**config.mk**
```make
export PLATFORM = sky130hd
export DESIGN_NAME = icf_frontend
export DESIGN_NICKNAME = d
export VERILOG_FILES = /design/src/rtl/icf_pkg.sv /design/src/rtl/icf_sync.sv /design/src/rtl/icf_filter.sv /design/src/rtl/icf_edge.sv /design/src/rtl/icf_frontend.sv
export SDC_FILE = /design/constraint.sdc
export NUM_CORES = 1
export LEC_CHECK = 0
export CORE_AREA = 4 4 41 43
export DETAILED_ROUTE_END_ITERATION = 10
export DIE_AREA = 0 0 45 47
export PLACE_DENSITY = 0.5
export SYNTH_ARGS = -nofsm -noshare
export SYNTH_HDL_FRONTEND = slang
export SYNTH_HIERARCHICAL = 1
export SYNTH_SLANG_ARGS = --single-unit
```
**constraint.sdc**
```tcl
create_clock -name clk -period 0.94 [get_ports clk]
set_input_delay 0.094 -clock clk [delete_from_list [all_inputs] [get_ports clk]]
set_output_delay 0.094 -clock clk [all_outputs]
set_load 0.02 [all_outputs]
```
**src/rtl/icf_pkg.sv**
```systemverilog
package icf_pkg;
    localparam int unsigned ICF_SYNC_STAGES = 2;
    localparam int unsigned ICF_FILT_TAPS   = 5;

    typedef struct packed {
        logic cur;
        logic prev;
    } icf_edge_st_t;
endpackage

```
**src/rtl/icf_sync.sv**
```systemverilog
module icf_sync #(
    parameter int unsigned STAGES = icf_pkg::ICF_SYNC_STAGES
) (
    input  logic clk,
    input  logic rst_n,
    input  logic d_i,
    output logic q_o
);
    localparam int unsigned MSB = STAGES - 1;

    logic [MSB:0] sh_d, sh_q;

    generate
        if (STAGES > 1) begin : g_multi
            always_comb sh_d = {sh_q[MSB-1:0], d_i};
        end else begin : g_single
            always_comb sh_d = d_i;
        end
    endgenerate

    always_ff @(posedge clk or negedge rst_n) begin
        if (!rst_n) sh_q <= '0;
        else        sh_q <= sh_d;
    end

    assign q_o = sh_q[MSB];
endmodule

```
**src/rtl/icf_filter.sv**
```systemverilog
module icf_filter #(
    parameter int unsigned TAPS = icf_pkg::ICF_FILT_TAPS
) (
    input  logic clk,
    input  logic rst_n,
    input  logic samp_en_i,
    input  logic d_i,
    output logic lvl_o
);
    localparam int unsigned MSB = TAPS - 1;

    typedef struct packed {
        logic [MSB:0] hist;
        logic         lvl;
    } filt_st_t;

    filt_st_t st_d, st_q;

    always_comb begin
        st_d = st_q;
        if (samp_en_i) st_d.hist = {st_q.hist[MSB-1:0], d_i};
        if (&st_q.hist)       st_d.lvl = 1'b1;
        else if (~|st_q.hist) st_d.lvl = 1'b0;
    end

    always_ff @(posedge clk or negedge rst_n) begin
        if (!rst_n) st_q <= '0;
        else        st_q <= st_d;
    end

    assign lvl_o = st_q.lvl;

    AST_HIST_FROZEN: assert property (@(posedge clk) disable iff (!rst_n)
        !samp_en_i |=> $stable(st_q.hist));
    AST_LVL_NEEDS_AGREE: assert property (@(posedge clk) disable iff (!rst_n)
        (st_q.lvl != $past(st_q.lvl)) |->
        ($past(st_q.hist) == '1 || $past(st_q.hist) == '0));
endmodule

```
**src/rtl/icf_edge.sv**
```systemverilog
module icf_edge (
    input  logic clk,
    input  logic rst_n,
    input  logic lvl_i,
    output logic lvl_o,
    output logic rise_o,
    output logic fall_o
);
    icf_pkg::icf_edge_st_t st_d, st_q;

    always_comb begin
        st_d.prev = st_q.cur;
        st_d.cur  = lvl_i;
    end

    always_ff @(posedge clk or negedge rst_n) begin
        if (!rst_n) st_q <= '0;
        else        st_q <= st_d;
    end

    assign lvl_o  = st_q.cur;
    assign rise_o = st_q.cur & ~st_q.prev;
    assign fall_o = ~st_q.cur & st_q.prev;

    AST_RISE_ONE_CYCLE: assert property (@(posedge clk) disable iff (!rst_n)
        rise_o |=> !rise_o);
    AST_FALL_ONE_CYCLE: assert property (@(posedge clk) disable iff (!rst_n)
        fall_o |=> !fall_o);
endmodule

```
**src/rtl/icf_frontend.sv**
```systemverilog
module icf_frontend #(
    parameter int unsigned SYNC_STAGES = icf_pkg::ICF_SYNC_STAGES,
    parameter int unsigned FILT_TAPS   = icf_pkg::ICF_FILT_TAPS
) (
    input  logic clk,
    input  logic rst_n,
    input  logic pin_i,
    input  logic cap_en_i,
    input  logic filt_sel_i,
    input  logic samp_en_i,
    output logic cap_lvl_o,
    output logic rise_o,
    output logic fall_o
);
    logic sync_q;
    logic filt_lvl;
    logic cap_d;

    icf_sync #(.STAGES(SYNC_STAGES)) u_sync (
        .clk(clk), .rst_n(rst_n), .d_i(pin_i), .q_o(sync_q)
    );

    icf_filter #(.TAPS(FILT_TAPS)) u_filt (
        .clk(clk), .rst_n(rst_n), .samp_en_i(samp_en_i),
        .d_i(sync_q), .lvl_o(filt_lvl)
    );

    always_comb cap_d = cap_en_i & (filt_sel_i ? filt_lvl : sync_q);

    icf_edge u_edge (
        .clk(clk), .rst_n(rst_n), .lvl_i(cap_d),
        .lvl_o(cap_lvl_o), .rise_o(rise_o), .fall_o(fall_o)
    );

    AST_EN_LOW_ZERO: assert property (@(posedge clk) disable iff (!rst_n)
        !cap_en_i |=> !cap_lvl_o);
    AST_RAW_PATH: assert property (@(posedge clk) disable iff (!rst_n)
        (cap_en_i && !filt_sel_i) |=> (cap_lvl_o == $past(sync_q)));
endmodule

```
# Word level (Yosys, flattened, before mapping)
# Cells that the tools add are included.
# totals
regBits	10
# classes
n_mux	3
n_eq_ne	1
reduce_logical	2
bitwise_logic	5
# ops
operator	n
5-bit AND reduction	1
5-bit OR reduction	1
1-bit bitwise AND	3
1-bit 2-to-1 mux	3
2-bit by 1-bit != test with 1-bit output, second input constant	1
1-bit NOT	2

# Logic depth before layout (Yosys ltp)
# Gate-level depths: netlist of the first run.
# logic_depth
depth_word	3
ltp_mapped	2

# Cells and area by module
# Netlist of the first run, hierarchy kept.
# modules_own_cells
mod	instances	cells_per_inst	area_per_inst_um2	seq_area_each_um2
icf_filter	1	16	237.7	150.1
icf_edge	1	4	65.1	50.0
icf_sync	1	2	50.0	50.0
icf_frontend	1	2	16.3	0.0

# Worst setup path after synthesis of the first run
# No wires, ideal clock.
# synth_timing
path_kind	register to output
startpoint	register u_edge.st_q (netlist bit u_edge/lvl_o)
endpoint	output rise_o
arrival_ns	0.823
stages_incl_launch_ff	2
setup_slack_ns	0.023
required_time_ns	0.846
path_buffers	0
path_cell_list	dfrtp_1 > nor2b_1
# synth_via
elab_chain_cells	1
# synth_rtl
element	line	rtl
start: declaration	icf_edge.sv:9	icf_pkg::icf_edge_st_t st_d, st_q;
start signal: assignment	icf_edge.sv:18	else st_q <= st_d;
1-bit bitwise AND	icf_edge.sv:22	assign rise_o = st_q.cur & ~st_q.prev;
end: declaration	icf_frontend.sv:12	output logic rise_o,
# Every way passes these cells.

# Worst setup path in the final report of the first run
# layout_timing
startpoint	register u_edge/st_q[0] in the netlist's numbering
endpoint	output fall_o
# layout_via
elab_chain_cells	1
# layout_rtl
element	line	rtl
1-bit bitwise AND	icf_edge.sv:23	assign fall_o = ~st_q.cur & st_q.prev;
end: declaration	icf_frontend.sv:13	output logic fall_o
# Every way passes these cells.

==> results.cfg, run 1 <==
[global_routing]
overflow = 0
grt.total_usage = 0.08347
grt_pass1_wl_mm = 1.117
grt_pass1_vias = 242
grt_antenna_before_repair = 0
grt_max_degree = 11

[status]
status = complete, but fails checks
violations = setup timing

[detailed_routing]
route.met3.wl_um = 56
vias_per_cell = 4.352
first_pass_iters = 3
wl_met1_um = 270
wl_um = 617
avgRoutedWirePerCell_um = 11.43
highest_layer = met4
drc_errors = 0
drtIter0Drc = 1
dr_wl_met2_um = 265
ant_nets = 0
vias = 235

[worst_setup_path]
crit_arrival_ns = 0.97
r2r_start = u_filt/st_q[3]$_DFFE_PN0P_
critPathMaxStageDelay_ns = 0.38
crit_path_cell_trace = and2b_2 > buf_6
cp-start-kind = flop
slowest_stage = dfrtp_1
critPathMaxFanout = 2
ff2ff_path_depth = 2
crit_buf_inv = 1
cp.depth = 2
critPathKind = reg2out
end_kind = output pin
crit_family = flip-flops
worstPathRequired_ns = 0.85
reg2reg_slack_ns = 0
crit_path_start = u_edge/st_q[0]$_DFF_PN0_
r2r-end = u_filt/lvl_o$_DFFE_PN0P_

[synth]
yosysTopAreaCell = dfrtp_1
synthFlopType = dfrtp_1
synth_edf_count = 0
ys_warn_count = 6
yosysSeqAreaShare = 0.6780
synth_cells = 24
ys_top_cells_by_area = dfrtp_1 68%, mux2_1 6.1%, mux2_2 6.1%
ys_ff_latch = 10
synth_top_area_share = 0.6780
syn-cell-area_sq_um = 369.1
syn_nets = 30
synth_common_cells = 10 x dfrtp_1, 2 x mux2_1, 2 x mux2_2, 2 x nor2b_1
synth.most_common_cell = dfrtp_1
ys_async_sr_fraction = 1.000
synth.distinct_cells = 12
synth_area_per_cell_sq_um = 15.38

[die]
die_h_um = 47
coreArea_sq_mm = 0.001301
dieArea_sq_mm = 0.002115
die_w_um = 45
io_pins = 9
floorplan.rows = 13
start_util = 0.2837

[sta]
rsz0062_at_grt = yes
max_freq_mhz = 944.1
fin_worst_skew_ns = 0.007267
whs_ns = 0.1180
max_slew.worst_pin.slew_ns = 0.2363
hold_viol_final = 0
setup_violations = 4
final_max_slew_viol_count = 0
timing.final.crit_share = 1.127
max_slew_margin = 0.8420
min_period_ns = 1.059
fin_tns_setup_ns = -0.2528
fin_ws_ns = -0.1192

[clock_tree]
cts_root_buf = clkbuf_4
cts_num_sinks = 10
clk_latency_ns = 0.27
clk_pin_slew_ns = 0.07
ctsHoldBuffers = 0
cts_tree = yes
numCtsBuffers = 3
htree_levels = 1
cts_buffer_depth = 2

[placement]
port-buffer-count = 8
dpl_worst_slack_ns = -0.3080
finalWeightedCongestion = 0.7436

[cells_and_area]
final_nets = 46
nFillCells = 132
layout-drive-gt1-share = 0.3590
fin_util = 0.4048
area_growth_pct = 42.71
n_antenna_cell = 0

[pwr]
cellPowerDensity_mw_per_mm2 = 2259
leakage_nw = 0.2426
vdd_drop_max_v = 0.0009055

[min_path]
min_path_type = in2async

[flow_run]
maxCapViolCount = 0
-- placed cells by master (no fill, tap or decap), types with 2 or more instances in the layout --
master / instances
nor2b_1: 2
mux2_1: 2
clkbuf_4: 3
dfrtp_1: 10
buf_6: 2
buf_4: 4
mux2_2: 2
clkdlybuf4s50_1: 5
-- cell type report --
cell class,count,area (sq um),share of cell area
clock buffer,4,36.28,0.06888
sequential,10,250.2,0.4751
timing repair buffer,11,102.6,0.1948
inverter,1,3.754,0.007126
tap,15,18.77,0.03563
multi-input combinational,13,115.1,0.2185
-- power by group --
part / switching [mW] / internal, mW
logic: 0.0905 / 0.146
clock network: 0.150 / 0.235
registers: 0.0639 / 0.504
-- through the flow --
| stage | instances | power, mW | instance area (sq um) |
|---|---|---|---|
| 2_1_floorplan | 24 | 0.6881 | 369.1 |
| 3_3_place_gp | 49 | 0.7929 | 483.0 |
| 3_5_place_dp | 49 | 0.8023 | 483.0 |
| 4_1_cts | 53 | 1.189 | 516.7 |
| 5_1_grt | 54 | 1.269 | 526.8 |
| 6_report | 54 | 1.190 | 526.8 |
-- worst max path at each step --
stage | to | slack (ns)
2_1_floorplan | rise_o | 0.02
3_3_place_gp | fall_o | -0.30
3_5_place_dp | fall_o | -0.31
4_1_cts | fall_o | -0.13
5_1_grt | fall_o | -0.17
6_report | fall_o | -0.12
-- state kept, by name (all words and copies together) (netlist names) --
register / cells
u_filt/st_q: 5
u_edge/st_q: 1
u_filt/lvl_o: 1
u_edge/lvl_o: 1
u_sync/sh_q: 2
-- layer usage --
layer,vias up,global-route usage
met2,9,0.1130
met5,-,0
met1,109,0.08810
met3,4,0.03448
met4,0,0.1053
li1,113,-
-- what timing repair did --
item                                    CTS  global route
endpoints found under the setup margin    4             4
buffers inserted                          0             1
resized for setup                        16             1
pin swaps                                 1             0
-- cells by family after synthesis --
group	share of synthesized area
flip-flops	0.6780
multiplexers	0.1491
AO/OA/AOI/OAI	0.09491
AND/OR/NAND/NOR	0.06779
buffers and inverters	0.01016
-- worst reg2reg max path: cells and delay by family, from the launching register on --
family	cells	cell delay (ns)
compound gates	2	0.41
flops	1	0.41
Note: power is estimated with default switching activity, not from simulation.
==> run 2, diff against run 1 <==
DONT_BUFFER_PORTS = 1   (was default)
HOLD_SLACK_MARGIN = 0.02   (was default)
PLACE_DENSITY = 0.41   (was 0.5)
==> run 2 against run 1 <==
  * Clock skew is 0.0019 ns higher
  * Register-to-register slack about the same
  * Cell count decreased by 5.6%
  * Worst hold slack improved by 0.078 ns
  * Critical path type unchanged
  * The flow still finishes with violations (setup timing)
  * Largest cell class unchanged
  * Clock-buffer cell count is the same
  * Core utilization is 1.8 points lower
  * Via count shrank 4.7%
  * Worst setup slack improved by 0.033 ns
  * Die area stayed put
==> results.cfg, run 2 (synthesis results as in run 1) <==
[sta]
fin_tns_setup_ns = -0.1679
min_period_ns = 1.026
setup_violations = 2
max_slew_margin = 0.7052
fin_ws_ns = -0.08614
hold_viol_final = 0
final_max_slew_viol_count = 0
timing.final.crit_share = 1.092
rsz0062_at_grt = yes
max_slew.worst_pin.slew_ns = 0.4407
whs_ns = 0.1960
max_freq_mhz = 974.5
fin_worst_skew_ns = 0.009143

[detailed_routing]
drtIter0Drc = 5
avgRoutedWirePerCell_um = 12.10
first_pass_iters = 3
drc_errors = 0
wl_um = 617
vias_per_cell = 4.392
ant_nets = 0
vias = 224

[cells_and_area]
final_common_cell = dfrtp_1
layout-drive-gt1-share = 0.3333
area_growth_pct = 36.27
multi_input_area_sq_um = 118.9
seq_area_sq_um = 250.2
final_nets = 43
final_cell_mix = 10 x dfrtp_1, 4 x dlygate4sd3_1, 3 x clkbuf_4, 3 x buf_4
nFillCells = 133
fin_util = 0.3865
reg_top3 = u_filt/st_q x5, u_sync/sh_q x2
largest_register = u_filt/st_q
n_antenna_cell = 0
largest_reg_flops = 5

[worst_setup_path]
critPathKind = reg2out
crit_buf_inv = 1
cp-start-kind = flop
end_kind = output pin
crit_arrival_ns = 0.93
crit_family = flip-flops
critPathMaxStageDelay_ns = 0.38
critPathMaxFanout = 3
slowest_stage = dfrtp_1
worstPathRequired_ns = 0.85
crit_path_cell_trace = nor2b_1 > buf_4

[clock_tree]
cts_tree = yes
clk_pin_slew_ns = 0.07
numCtsBuffers = 3
cts_num_sinks = 10
clk_latency_ns = 0.27
cts_root_buf = clkbuf_4
htree_levels = 1
cts_buffer_depth = 2

[die]
dieArea_sq_mm = 0.002115
coreArea_sq_mm = 0.001301
start_util = 0.2837
floorplan.rows = 13
die_w_um = 45
io_pins = 9
die_h_um = 47

[global_routing]
grt_pass1_wl_mm = 1.124
use_met3 = 0.04598
grt.total_usage = 0.08327
overflow = 0
grt_use_met1 = 0.07801
grt_max_degree = 11
grt_util_met2 = 0.1243
grt_busiest_layer = met2
grt_pass1_vias = 260
grt_antenna_before_repair = 0

[pwr]
vdd_drop_max_v = 0.0009958
cellPowerDensity_mw_per_mm2 = 2300
leakage_nw = 0.2397

[status]
violations = setup timing
status = complete, but fails checks

[flow_run]
maxCapViolCount = 0

[min_path]
min_path_type = in2async

[placement]
finalWeightedCongestion = 0.7245
port-buffer-count = 0
[run 2: cell count changes in the layout (fill, tap and decap cells not counted)]
cell,before,now
clkdlybuf4s50_1,5,0
dlygate4sd3_1,0,4
buf_6,2,0
buf_4,4,3
dlymetal6s4s_1,0,1
mux2_1,2,1
mux2_4,0,1
[run 2: what timing repair did]
item / CTS / global route
endpoints found under the setup margin: 3 / 8
hold endpoints to repair: 17 / 0
pin swaps: 1 / 1
resized for setup: 0 / 2
buffers inserted: 0 / 1
hold buffers: 5 / 0
[run 2: routing by layer]
metal	vias to the layer above	part of all wire	wire length [um]
li1	107	-	-
met1	105	0.41	252
met2	8	0.48	294
met3	4	0.065	40
met4	0	0.047	29
met5	-	0	0
[run 2: report_power, final]
part | switching (mW) | internal, mW | leakage [nW]
clock | 0.152 | 0.235 | 0.0210
sequential | 0.0647 | 0.504 | 0.119
combinational | 0.0866 | 0.114 | 0.0995
[run 2: final timing paths]
path                                            startpoint                    endpoint  slack [ns]  cells past startpoint
worst min-delay path                                 rst_n      u_edge/lvl_o$_DFF_PN0_        0.20                      1
worst min register to register    u_sync/sh_q[0]$_DFF_PN0_    u_sync/sh_q[1]$_DFF_PN0_        0.35                      0
worst max register to register  u_filt/st_q[5]$_DFFE_PN0P_    u_filt/lvl_o$_DFFE_PN0P_        0.01                      2
worst max-delay path                u_edge/lvl_o$_DFF_PN0_                      rise_o       -0.09                      2
max in group asynchronous                            rst_n    u_sync/sh_q[1]$_DFF_PN0_        0.43                      1
min in group clk                                 samp_en_i  u_filt/st_q[2]$_DFFE_PN0P_        0.35                      2
[run 2: through the flow]
step	cells	power, mW	instance area, sq um	worst slack [ns]
final	51	1.157	503.0	-0.08614
after detailed placement	41	0.7418	402.9	-0.009191
after global routing	51	1.223	503.0	-0.1278
after CTS	50	1.163	489.2	-0.09770
after floorplan	24	0.6881	369.1	0.02320
after global placement	41	0.7329	402.9	0.01744
[run 2: layout make-up]
class,instances,area share
timing repair buffer,8,0.1493
clock buffer,4,0.07214
inverter,1,0.007463
sequential,10,0.4975
tap,15,0.03731
multi-input combinational,13,0.2363
